===== src/rtl/dma_evirq_pkg.sv =====
package dma_evirq_pkg;

  localparam int ADDR_W = 2;

  typedef enum logic [ADDR_W-1:0] {
    REG_ENABLE = 2'd0,
    REG_RAW    = 2'd1,
    REG_MASKED = 2'd2,
    REG_CLEAR  = 2'd3
  } regSel_e;

  typedef struct packed {
    logic wrEnable;
    logic wrClear;
    logic rdEnable;
    logic rdRaw;
    logic rdMasked;
  } ctlStrobes_t;

endpackage


===== src/rtl/dma_evirq_ctrl.sv =====
module dma_evirq_ctrl
  import dma_evirq_pkg::*;
(
  input  logic [ADDR_W-1:0] busAddr,
  input  logic              busWrEn,
  output ctlStrobes_t       strobes
);

  regSel_e sel;

  always_comb begin
    sel = regSel_e'(busAddr);
    strobes = '0;
    unique case (sel)
      REG_ENABLE: begin
        strobes.rdEnable = 1'b1;
        strobes.wrEnable = busWrEn;
      end
      REG_RAW:    strobes.rdRaw = 1'b1;
      REG_MASKED: strobes.rdMasked = 1'b1;
      REG_CLEAR:  strobes.wrClear = busWrEn;
      default:    strobes = '0;
    endcase
  end

endmodule


===== src/rtl/dma_evirq_datapath.sv =====
module dma_evirq_datapath
  import dma_evirq_pkg::*;
#(
  parameter int NUM_CH    = 8,
  parameter int EV_PER_CH = 4,
  parameter int DATA_W    = 32,
  localparam int NUM_EV   = NUM_CH * EV_PER_CH
)(
  input  logic              clk,
  input  logic              rstN,
  input  ctlStrobes_t       strobes,
  input  logic [NUM_EV-1:0] evPulse,
  input  logic [DATA_W-1:0] busWrData,
  output logic [DATA_W-1:0] busRdData,
  output logic [NUM_EV-1:0] rawQ,
  output logic [NUM_EV-1:0] enQ,
  output logic              irqOut
);

  logic [NUM_EV-1:0] clrMask;
  logic [NUM_EV-1:0] rawNext;
  logic [NUM_EV-1:0] maskedSts;
  logic [NUM_EV-1:0] rdSel;

  assign clrMask = strobes.wrClear ? busWrData[NUM_EV-1:0] : '0;

  // per-channel group update: an event in the same cycle outranks a clear
  for (genvar ch = 0; ch < NUM_CH; ch++) begin : gGroup
    localparam int LO = ch * EV_PER_CH;
    assign rawNext[LO +: EV_PER_CH] =
      (rawQ[LO +: EV_PER_CH] & ~clrMask[LO +: EV_PER_CH]) |
      evPulse[LO +: EV_PER_CH];
    assign maskedSts[LO +: EV_PER_CH] =
      rawQ[LO +: EV_PER_CH] & enQ[LO +: EV_PER_CH];
  end

  always_ff @(posedge clk) begin
    if (!rstN) begin
      rawQ   <= '0;
      enQ    <= '0;
      irqOut <= 1'b0;
    end else begin
      rawQ   <= rawNext;
      irqOut <= |maskedSts;
      if (strobes.wrEnable) enQ <= busWrData[NUM_EV-1:0];
    end
  end

  always_comb begin
    rdSel = '0;
    if (strobes.rdEnable) rdSel = enQ;
    if (strobes.rdRaw)    rdSel = rawQ;
    if (strobes.rdMasked) rdSel = maskedSts;
    busRdData = DATA_W'(rdSel);
  end

endmodule


===== src/rtl/dma_evirq_unit.sv =====
module dma_evirq_unit
  import dma_evirq_pkg::*;
#(
  parameter int NUM_CH    = 8,
  parameter int EV_PER_CH = 4,
  parameter int DATA_W    = 32,
  localparam int NUM_EV   = NUM_CH * EV_PER_CH
)(
  input  logic              clk,
  input  logic              rstN,
  input  logic [NUM_EV-1:0] evPulse,
  input  logic [ADDR_W-1:0] busAddr,
  input  logic              busWrEn,
  input  logic [DATA_W-1:0] busWrData,
  output logic [DATA_W-1:0] busRdData,
  output logic              irqOut
);

  ctlStrobes_t       strobes;
  logic [NUM_EV-1:0] rawQ;
  logic [NUM_EV-1:0] enQ;

  dma_evirq_ctrl uCtrl (
    .busAddr (busAddr),
    .busWrEn (busWrEn),
    .strobes (strobes)
  );

  dma_evirq_datapath #(
    .NUM_CH    (NUM_CH),
    .EV_PER_CH (EV_PER_CH),
    .DATA_W    (DATA_W)
  ) uData (
    .clk       (clk),
    .rstN      (rstN),
    .strobes   (strobes),
    .evPulse   (evPulse),
    .busWrData (busWrData),
    .busRdData (busRdData),
    .rawQ      (rawQ),
    .enQ       (enQ),
    .irqOut    (irqOut)
  );

endmodule


===== config.mk =====
export PLATFORM = sky130hd
export DESIGN_NAME = dma_evirq_unit
export DESIGN_NICKNAME = d
export VERILOG_FILES = /design/src/rtl/dma_evirq_pkg.sv /design/src/rtl/dma_evirq_ctrl.sv /design/src/rtl/dma_evirq_datapath.sv /design/src/rtl/dma_evirq_unit.sv
export SDC_FILE = /design/constraint.sdc
export NUM_CORES = 1
export LEC_CHECK = 0
export BUFFER_PORTS_ARGS = -buffer_cell sky130_fd_sc_hd__buf_2
export CAP_MARGIN = 30
export CORE_MARGIN = 2
export CORE_UTILIZATION = 31
export DETAILED_ROUTE_END_ITERATION = 6
export SLEW_MARGIN = 0
export SYNTH_ARGS = -nofsm -noshare
export SYNTH_HDL_FRONTEND = slang
export SYNTH_HIERARCHICAL = 1
export SYNTH_SLANG_ARGS = --single-unit

===== constraint.sdc =====
create_clock -name clk -period 4.05 [get_ports clk]
set_clock_uncertainty 0.15 [all_clocks]
set_input_delay 0.81 -clock clk [delete_from_list [all_inputs] [get_ports clk]]
set_output_delay 0.81 -clock clk [all_outputs]
set_load 0.05 [all_outputs]

---- Word level (Yosys, flattened, before mapping) ----
Cells that the tools add are included.
storage, ports and cells
  register bits after elaboration ......... 65
  latch bits .............................. 0
  RAM bits ................................ 0
  ROM bits ................................ 0
  input port bits ......................... 69
  output and inout bits ................... 33
  logic and storage cells ................. 49
  memories ................................ 0
operators by class
  add/subtract/negate cells ............... 0
  $mul .................................... 0
  div/mod/pow operators ................... 0
  order comparisons ....................... 0
  equal/unequal tests ..................... 3
  shift-type cells ........................ 0
  mux-type cells .......................... 9
  bitwise gates (word level) .............. 32
  reduce and logical (&&, ||, !) cells .... 2
operators with widths
  kind                  number
  $mux W32              4
  $and A4 B4 Y4         16
  $not A4 Y4            8
  $or A4 B4 Y4          8
  $reduce_or A32 Y1     1
  $mux W1               5
  $eq A2 B2 Y1 const B  2
  $eq A2 B1 Y1 const B  1
  $logic_not A2 Y1      1

---- Longest topological paths before layout ----
Gate-level depths: netlist (run 1).
  depth after elaboration ................. 6
  gate-level depth with buffers ........... 6
  mapped depth without buffers ............ 4

---- Hierarchy ----
Netlist (run 1), hierarchy kept.
by module, submodules not included
  module              times used  cells each  area each (µm²)  sequential area each (µm²)
  dma_evirq_datapath  1           337         3141.8           1301.2
  dma_evirq_ctrl      1           5           31.3             0.0

---- Worst setup path after synthesis (run 1) ----
Ideal clock, no wire load.
  kind .................................... input port to output port
  from .................................... input busAddr[1]
  to ...................................... output busRdData[0]
  arrival time ............................ 2.013 ns
  data required time ...................... 3.090 ns
  setup slack ............................. 1.077 ns
  cell stages on the path ................. 6
  path buffers ............................ 2
  cell sequence ........................... nor2b_1 buf_6 nor3b_4 buf_6 a21o_1 a22o_1
between the ends
  longest elaborated chain between the ends .. 5
  elaborated cells between the ends (all ways) .. 9
  classes of those cells .................. 2 x eq/ne; 6 x mux; 1 x reduce/logical
ends and longest elaborated chain
  what              line                      RTL
  from (decl)       dma_evirq_unit.sv:12      input logic [ADDR_W-1:0] busAddr,
  $logic_not A2 Y1  dma_evirq_ctrl.sv:14      unique case (sel)
  $mux W1           dma_evirq_ctrl.sv:14
  $mux W32          dma_evirq_datapath.sv:51  if (strobes.rdEnable) rdSel = enQ;
  $mux W32          dma_evirq_datapath.sv:52  if (strobes.rdRaw) rdSel = rawQ;
  $mux W32 (*)      dma_evirq_datapath.sv:53  if (strobes.rdMasked) rdSel = maskedSts;
  to (decl)         dma_evirq_unit.sv:15      output logic [DATA_W-1:0] busRdData,
Every way passes the cells marked *; elsewhere a longest branch is shown, timed or not.

==> flow_metrics.tcl, run 1 <==
set metrics [dict create \
    synth-seq-cells 65 \
    final_cell_mix "buf_2 (101), nor2b_1 (65), dfxtp_1 (65)" \
    cts.sink_count 65 \
    fin_crit_ps 3270 \
    rows 36 \
    holdBufCountCts 0 \
    routed_wl_um 9110 \
    grt_pass1_vias 2649 \
    finalSetupTns_ps 0 \
    cp_max_fo 32 \
    cp.required_ps 3090 \
    grt_pass1_wl_um 14200 \
    finalCritPeriodShare_pct 80.7 \
    worst_slew_margin_rel_pct 35.0 \
    status "complete, no violations" \
    syn-num-nets 411 \
    synth_cells 342 \
    path_delay_family "buffers and inverters" \
    io_buffers 101 \
    core_area_um2 9860 \
    vdd.ir_drop.worst_uv 183 \
    clk_pin_slew_ps 70 \
    cts_max_level 3 \
    synth_area_um2 3170 \
    place_hpwl_um 6010 \
    seq_power_share_pct 46.7 \
    final_common_cell "buf_2" \
    tightest_slew_ps 975 \
    cts_resized 0 \
    antenna_found_initial 0 \
    synth_warnings 6 \
    drt-vias-per-instance 4.93 \
    end_kind "output pin" \
    criticalPathCategory "input port to output pin" \
    clock_path_buffers 2 \
    comb_power_share_pct 16.2 \
    dr.pass1.iters 5 \
    fin_area_um2 3950 \
    areaGrowthSynthToFinish_pct 24.4 \
    drv_slew 0 \
    cp_slowest_cell "buf_4" \
    critical_path.most_common_cell "buf_2" \
    wl_met1_um 4370 \
    crit_cells 6 \
    root_buffer "clkbuf_8" \
    die_h_um 105 \
    die_w_um 105 \
    vias 2813 \
    initial_core_util_pct 32.2 \
    routedWlPerCell_um 15.9 \
    drtIter0Drc 112 \
    r2r_slack_ps 2580 \
    track_usage_pct 16.5 \
    cts_tree "yes" \
    grt_max_degree 66 \
    top_layer "met4" \
    setup_viol 0 \
    fin_hold_ws_ps 394 \
    ys_seq_area_share_pct 41.0 \
    max_cap_viol_count 0 \
    postPlaceCellArea_um2 3750 \
    swShare_pct 29.2 \
    drc_errors 0 \
    synth_cell_types 18 \
    p_per_area_nw_per_um2 385 \
    globalRoute.totalOverflow 0 \
    p_clk_share_pct 37.1 \
    dp_slack_ps 782 \
    drive_gt1_share_pct 28.5 \
    n_antenna_cell 0 \
    hold_viol_final 0 \
    die_area_um2 11100 \
    crit_path_cell_trace "buf_2, nor2b_1, nor2b_2, buf_4, a22o_1, buf_2" \
    met2WireLength_um 4110 \
    gp_congestion 0.767 \
    clk_latency_ps 350 \
    whs_path_depth 2 \
    finalNetCount 502 \
    p_leak_nw 1.83 \
    cts_made_buffers 9 \
    hold_path_class "flop to flop" \
    power_switching_w 0.000444 \
    regArea_um2 1300 \
    wl_met3_um 504 \
    path_buf_inv 3 \
    syn_area_per_cell_um2 9.28 \
    postCtsSetupRepairBufs 0 \
    nFillCells 984 \
    io_pins 102 \
    intPower_w 0.00108 \
    multi_input_area_um2 1750 \
    critical_path.max_stage_delay_ps 360 \
    crit_path_start_kind "input port" \
    ant_nets 0 \
    setup_slack_ps 783 \
    max_freq_mhz 306 \
    rsz0062_at_grt "false" \
    crit_arrival_ps 2310 \
    rr_worst_depth 3 \
]
cell usage after synthesis, drive strengths merged:
cell     n  area [µm²]
a21o    32         240
a21oi   32         160
a22o    32         280
a22oi   16         120
and3     1        7.51
buf     11        85.1
clkbuf  14        52.6
dfxtp   65        1300
mux2i   32         320
nand2   32         120
nand4    4        25.0
nor2     1        3.75
nor2b   67         419
nor3b    2        26.3
o41a     1        11.3
cells by family after synthesis:
| group | count (synthesis) | share of synthesized area (%) |
|---|---|---|
| simple gates | 107 | 19.0 |
| mux | 32 | 10.1 |
| compound gates | 113 | 25.6 |
| buf+inv | 25 | 4.34 |
| flops | 65 | 41.0 |
layout make-up:
class	count	share of cell area, %
Multi-Input combinational cell	252	44.3
Sequential cell	65	33.0
Timing Repair Buffer	105	13.6
Tap cell	133	4.21
Clock buffer	11	3.58
Clock inverter	5	1.39
stage by stage:
step                total power, W  utilization (%)  instances
floorplan                 0.000887                -        342
global placement          0.000967             38.0        555
detailed placement        0.000972             38.0        555
CTS                        0.00154             40.0        571
global route               0.00159             40.0        571
finish                     0.00152             40.0        571
worst register-to-register path, delay by kind of cell (launching register included):
family	cells	cell delay (ps)
AOI/OAI and AO/OA	2	700
and+or+nand+nor	1	180
DFF	1	340
registers in the layout, summed over array words and instances (netlist names):
name and cells:
uData/irqOut 1, uData/enQ 32, uData/rawQ 32
worst paths after layout:
path,startpoint,endpoint
max,busAddr[0],busRdData[31]
min,uData/enQ[26],uData/enQ[26]
max reg2reg,uData/rawQ[26],uData/irqOut
min reg2reg,uData/enQ[26],uData/enQ[26]
power by group through the flow:
stage	combinational (W)	sequential [W]	clock, W
5_1_grt	0.000266	0.000715	0.000612
3_3_place_gp	0.000244	0.000724	0
2_1_floorplan	0.000168	0.000719	0
4_1_cts	0.000248	0.000710	0.000583
6_report	0.000246	0.000710	0.000564
3_5_place_dp	0.000247	0.000725	0
routing by layer:
metal	track usage [%]	vias up
li1	-	1405
met1	22.6	1309
met3	2.99	9
met2	25.1	90
met4	7.81	0
met5	0	-
Note: power is estimated with default switching activity, not from simulation.
==> run 2: changes to the inputs <==
--- a/config.mk
+++ b/config.mk
@@ -5,6 +5,7 @@
 export SDC_FILE = /design/constraint.sdc
 export NUM_CORES = 1
 export LEC_CHECK = 0
+export ABC_AREA = 1
 export BUFFER_PORTS_ARGS = -buffer_cell sky130_fd_sc_hd__buf_2
 export CAP_MARGIN = 30
 export CORE_MARGIN = 2
==> constraint.sdc (replaced) <==
create_clock -name clk -period 3.35 [get_ports clk]
set_clock_uncertainty 0.15 [all_clocks]
set_input_delay 0.67 -clock clk [delete_from_list [all_inputs] [get_ports clk]]
set_output_delay 0.67 -clock clk [all_outputs]
set_load 0.05 [all_outputs]
==> run 2 against run 1 <==
  * Global-route usage up 0.51 points
  * Sequential power up 22%
  * Clock power up 23%
  * Critical path type unchanged
==> flow_metrics.tcl, run 2 <==
set metrics [dict create \
    vias 3608 \
    r2r_slack_ps 2200 \
    cts_tree "yes" \
    drv_slew 0 \
    crit_path_start_kind "input port" \
    synth-edff-count 0 \
    rr_worst_depth 6 \
    routedWlPerCell_um 13.7 \
    rsz0062_at_grt "false" \
    ys_seq_area_share_pct 39.4 \
    die_w_um 107 \
    swShare_pct 31.1 \
    intPower_w 0.00134 \
    power_switching_w 0.000607 \
    io_pins 102 \
    ant_nets 0 \
    cts_resized 0 \
    synth_top_area_cell "dfxtp_1" \
    die_h_um 107 \
    p_leak_nw 1.99 \
    synth_ff_type "dfxtp_1" \
    fin_crit_ps 2850 \
    syn-num-nets 556 \
    comb_power_share_pct 19.9 \
    synth_warnings 6 \
    globalRoute.totalOverflow 0 \
    criticalPathCategory "input port to output pin" \
    tightest_slew_ps 594 \
    max_cap_viol_count 0 \
    yosysTopAreaCellShare_pct 39.4 \
    die_area_um2 11500 \
    synth_area_um2 3310 \
    cp.required_ps 2530 \
    antenna_found_initial 0 \
    cts_made_buffers 9 \
    drtIter0Drc 224 \
    syn_area_per_cell_um2 6.79 \
    final_common_cell "buf_2" \
    finalCritPeriodShare_pct 85.2 \
    drive_gt1_share_pct 22.6 \
    grt_pass1_vias 3424 \
    cts_max_level 3 \
    crit_arrival_ps 2030 \
    grt_max_degree 34 \
    reg_top3 "uData/enQ x32, uData/rawQ x32, uData/irqOut x1" \
    worst_slew_margin_rel_pct 60.3 \
    clk_latency_ps 330 \
    place_hpwl_um 6760 \
    vdd.ir_drop.worst_uv 270 \
    seq_power_share_pct 44.5 \
    cts.sink_count 65 \
    synth.top_cells.by_count "a21oi_1 (90), nand2_1 (85), dfxtp_1 (65)" \
    root_buffer "clkbuf_8" \
    status "complete, no violations" \
    holdBufCountCts 0 \
    synth.most_common_cell "a21oi_1" \
    synth_cell_types 20 \
    n_antenna_cell 0 \
    finalNetCount 647 \
    layoutNonFillerInstCount 719 \
    routed_wl_um 9880 \
    p_clk_share_pct 35.6 \
    postCtsSetupRepairBufs 0 \
    track_usage_pct 17.1 \
    cp_max_fo 24 \
    hold_viol_final 0 \
    io_buffers 101 \
    initial_core_util_pct 32.0 \
    hold_path_class "flop to flop" \
    final_cell_mix "buf_2 (101), a21oi_1 (90), nand2_1 (85)" \
    drt-vias-per-instance 5.02 \
    yosys-top-cells-area "dfxtp_1 (39%), a21oi_1 (14%), nand2_1 (9.7%), o21ai_0 (8.0%), inv_1 (6.2%)" \
    areaGrowthSynthToFinish_pct 22.6 \
    synth_cells 487 \
    end_kind "output pin" \
    drc_errors 0 \
    core_area_um2 10300 \
    dr.pass1.iters 6 \
    grt_pass1_wl_um 15700 \
    finalSetupTns_ps 0 \
    rows 37 \
    synthArstFlopShare_pct 0 \
    p_per_area_nw_per_um2 481 \
    clk_pin_slew_ps 60 \
    placedCellCount 703 \
    fin_hold_ws_ps 342 \
    whs_path_depth 2 \
    max_freq_mhz 350 \
    setup_viol 0 \
    synth-seq-cells 65 \
    gp_congestion 0.827 \
    clock_path_buffers 2 \
]
==> run 2: cell count changes after synthesis, sizes merged, moves of 16 or more <==
cell   before  now
nor2b      67    0
a21oi      32   90
inv         0   58
o21ai       0   57
nand2      32   86
nor2        1   35
a21o       32    0
a22o       32    0
mux2i      32    0
nand3       0   32
a31oi       0   25
buf        11   27
==> run 2: stage by stage <==
| stage | instance area, µm² | power [W] | worst slack, ps | util (%) |
|---|---|---|---|---|
| 5_1_grt | 4050 | 0.00205 | 384 | 39.3 |
| 6_report | 4050 | 0.00195 | 497 | 39.3 |
| 2_1_floorplan | 3310 | 0.00116 | 412 | - |
| 3_5_place_dp | 3850 | 0.00127 | 481 | 37.3 |
| 4_1_cts | 4050 | 0.00197 | 476 | 39.3 |
| 3_3_place_gp | 3850 | 0.00127 | 504 | 37.3 |
==> run 2: cells by family (layout without fill, tap and decap cells) <==
family,count (synthesis),count (layout),synth area share (%)
AOI/OAI and AO/OA,179,179,28.6
and+or+nand+nor,153,153,18.7
buffers and inverters,90,186,13.3
DFF,65,65,39.4
==> run 2: area by class of cell <==
type,instances,area (µm²)
clock buffer,14,173
timing repair buffer,111,581
clock inverter,2,35.0
inverter,59,223
multi-input combinational,332,1570
fill,1146,6270
tap,136,170
sequential,65,1300
==> run 2: metal layers <==
metal  vias up  part of all wire, %  global-route usage (%)
met5         -                    0                       0
met4         0                  2.1                    6.03
met3        19                  5.8                    3.63
met2       144                   49                    30.2
met1      1636                   43                    20.2
li1       1809                    -                       -
==> run 2: power by group through the flow <==
stage	clock (W)	sequential, W	combinational [W]
2_1_floorplan	0	0.000879	0.000277
3_3_place_gp	0	0.000881	0.000386
3_5_place_dp	0	0.000884	0.000391
4_1_cts	0.000716	0.000866	0.000392
5_1_grt	0.000749	0.000875	0.000424
6_report	0.000695	0.000867	0.000389
==> run 2: final timing paths <==
kind / from / to
setup / recovery: busAddr[1] / busRdData[31]
hold / removal: uData/rawQ[1] / uData/rawQ[1]
setup reg to reg: uData/rawQ[28] / uData/irqOut
hold reg to reg: uData/rawQ[1] / uData/rawQ[1]
==> run 2: worst max-delay path: stages <==
cell     delay, ps
buf_2          120
inv_1           80
nor2_1          80
inv_2          190
buf_4          320
a21oi_1         80
a31oi_1        190
buf_2          300
==> run 3: changes to the inputs <==
--- a/config.mk
+++ b/config.mk
@@ -8,9 +8,12 @@
 export ABC_AREA = 1
 export BUFFER_PORTS_ARGS = -buffer_cell sky130_fd_sc_hd__buf_2
 export CAP_MARGIN = 30
+export CELL_PAD_IN_SITES_DETAIL_PLACEMENT = 1
+export CELL_PAD_IN_SITES_GLOBAL_PLACEMENT = 1
 export CORE_MARGIN = 2
 export CORE_UTILIZATION = 31
 export DETAILED_ROUTE_END_ITERATION = 6
+export PLACE_DENSITY_LB_ADDON = 0.1
 export SLEW_MARGIN = 0
 export SYNTH_ARGS = -nofsm -noshare
 export SYNTH_HDL_FRONTEND = slang
==> run 3 against run 2 <==
  * Sequential power barely moved
  * Global-route usage rose by 2.7 points
  * Largest power group unchanged
  * Fmax decreased by 0.51%
  * Sequential share of layout area up 0.22 points
  * Register-to-register slack worse by 20 ps
  * Routed wire length rose by 9.2%
==> flow_metrics.tcl, run 3 (synthesized netlist as in run 2, its figures left out) <==
set metrics [dict create \
    gp_congestion 0.744 \
    initial_core_util_pct 32.0 \
    cts.sink_count 65 \
    hold_path_class "flop to flop" \
    drt-vias-per-instance 4.94 \
    vias 3539 \
    die_area_um2 11500 \
    io_buffers 101 \
    cts_max_level 3 \
    timing.rr.end "uData/irqOut" \
    crit_arrival_ps 2050 \
    cts_made_buffers 9 \
    hold_start "uData/rawQ[1]" \
    core_area_um2 10300 \
    rr_worst_depth 6 \
    dr.pass1.iters 4 \
    min_to "uData/rawQ[1]" \
    max_cap_viol_count 0 \
    final_util_pct 39.0 \
    grt_pass1_vias 3600 \
    worst_slew_margin_rel_pct 57.5 \
    cts_resized 0 \
    crit_path_start_kind "input port" \
    cts_tree "yes" \
    clk_pin_slew_ps 70 \
    p_clk_share_pct 30.9 \
    drtIter0Drc 92 \
    rows 37 \
    drive_gt1_share_pct 22.2 \
    whs_path_depth 2 \
    track_usage_pct 19.7 \
    root_buffer "clkbuf_8" \
    final_cell_mix "buf_2 (101), a21oi_1 (90), nand2_1 (85)" \
    p_leak_nw 1.97 \
    finalCritPeriodShare_pct 85.6 \
    max_freq_mhz 349 \
    power_switching_w 0.000614 \
    use_met2_pct 34.8 \
    routed_wl_um 10800 \
    fin_crit_ps 2870 \
    r2r_slack_ps 2180 \
    status "complete, no violations" \
    finalNetCount 647 \
    postCtsSetupRepairBufs 0 \
    routedWlPerCell_um 15.1 \
    hold_viol_final 0 \
    tightest_slew_ps 637 \
    use_met3_pct 2.60 \
    place_hpwl_um 7450 \
    finalSetupTns_ps 0 \
    n_antenna_cell 0 \
    rsz0062_at_grt "false" \
    fin_hold_ws_ps 353 \
    globalRoute.totalOverflow 0 \
    io_pins 102 \
    grt_max_degree 37 \
    drc_errors 0 \
    areaGrowthSynthToFinish_pct 21.8 \
    clock_path_buffers 2 \
    reg_top3 "uData/enQ x32, uData/rawQ x32, uData/irqOut x1" \
    ant_nets 0 \
    holdBufCountCts 0 \
    end_kind "output pin" \
    busiest_layer "met2" \
    antenna_found_initial 0 \
    use_met1_pct 24.3 \
    p_per_area_nw_per_um2 455 \
    final_common_cell "buf_2" \
    grt_pass1_wl_um 17700 \
    timing.rr.start "uData/rawQ[28]" \
    setup_viol 0 \
    intPower_w 0.00122 \
    cp_max_fo 18 \
    clk_latency_ps 350 \
    criticalPathCategory "input port to output pin" \
    p_total_w 0.00183 \
    swShare_pct 33.5 \
    die_w_um 107 \
    vdd.ir_drop.worst_uv 135 \
    cp.required_ps 2530 \
    drv_slew 0 \
    comb_power_share_pct 21.7 \
    seq_power_share_pct 47.4 \
    die_h_um 107 \
]
==> run 3: cell count changes in the layout (fill, tap and decap cells not counted) <==
cell / previous run / this run
buf_4: 10 / 8
buf_12: 0 / 2
clkbuf_8: 12 / 10
nor2_2: 1 / 0
nor2_4: 1 / 2
bufinv_16: 1 / 0
==> run 3: per-layer routing <==
metal	up-vias	part of all wire, %	wire length (µm)
li1	1805	-	-
met1	1652	45	4910
met2	70	49	5290
met3	12	3.9	425
met4	0	1.6	171
met5	-	0	0
==> run 3: worst max path at each step <==
stage	from	to	slack [ps]	cells past startpoint
6_report	busAddr[1]	busRdData[29]	480	8
5_1_grt	busAddr[1]	busRdData[25]	380	8
3_5_place_dp	busAddr[1]	busRdData[25]	510	8
3_3_place_gp	busAddr[1]	busRdData[16]	520	8
4_1_cts	busAddr[1]	busRdData[29]	480	8
2_1_floorplan	busAddr[1]	busRdData[12]	410	5
==> run 3: power by group through the flow <==
stage / logic, W / registers, W / clock network [W]
after floorplan: 0.000277 / 0.000879 / 0
after global placement: 0.000393 / 0.000884 / 0
after detailed placement: 0.000401 / 0.000885 / 0
after CTS: 0.000402 / 0.000869 / 0.000585
after global routing: 0.000438 / 0.000877 / 0.000624
final: 0.000397 / 0.000869 / 0.000567
==> run 3: layout make-up <==
| cell class | count | area [µm²] |
|---|---|---|
| repair buffers | 111 | 606 |
| flip-flops and latches | 65 | 1300 |
| fillers | 1359 | 6300 |
| clock buffers | 12 | 145 |
| clock inverters | 1 | 5.00 |
| inverters | 59 | 223 |
| multi-input cells | 332 | 1580 |
| well taps | 136 | 170 |
==> run 3: metrics by stage <==
step / cell area [µm²] / cells / setup WS (ps)
floorplan: 3310 / 487 / 412
global placement: 3880 / 703 / 516
detailed placement: 3880 / 703 / 506
CTS: 4030 / 716 / 480
global route: 4030 / 716 / 382
finish: 4030 / 716 / 482
==> run 3: worst max-delay path, cell delays in order <==
cell	delay (ps)
buf_2	130
inv_1	80
nor2_1	70
inv_2	290
buf_4	260
a21oi_1	60
a31oi_1	190
buf_2	300
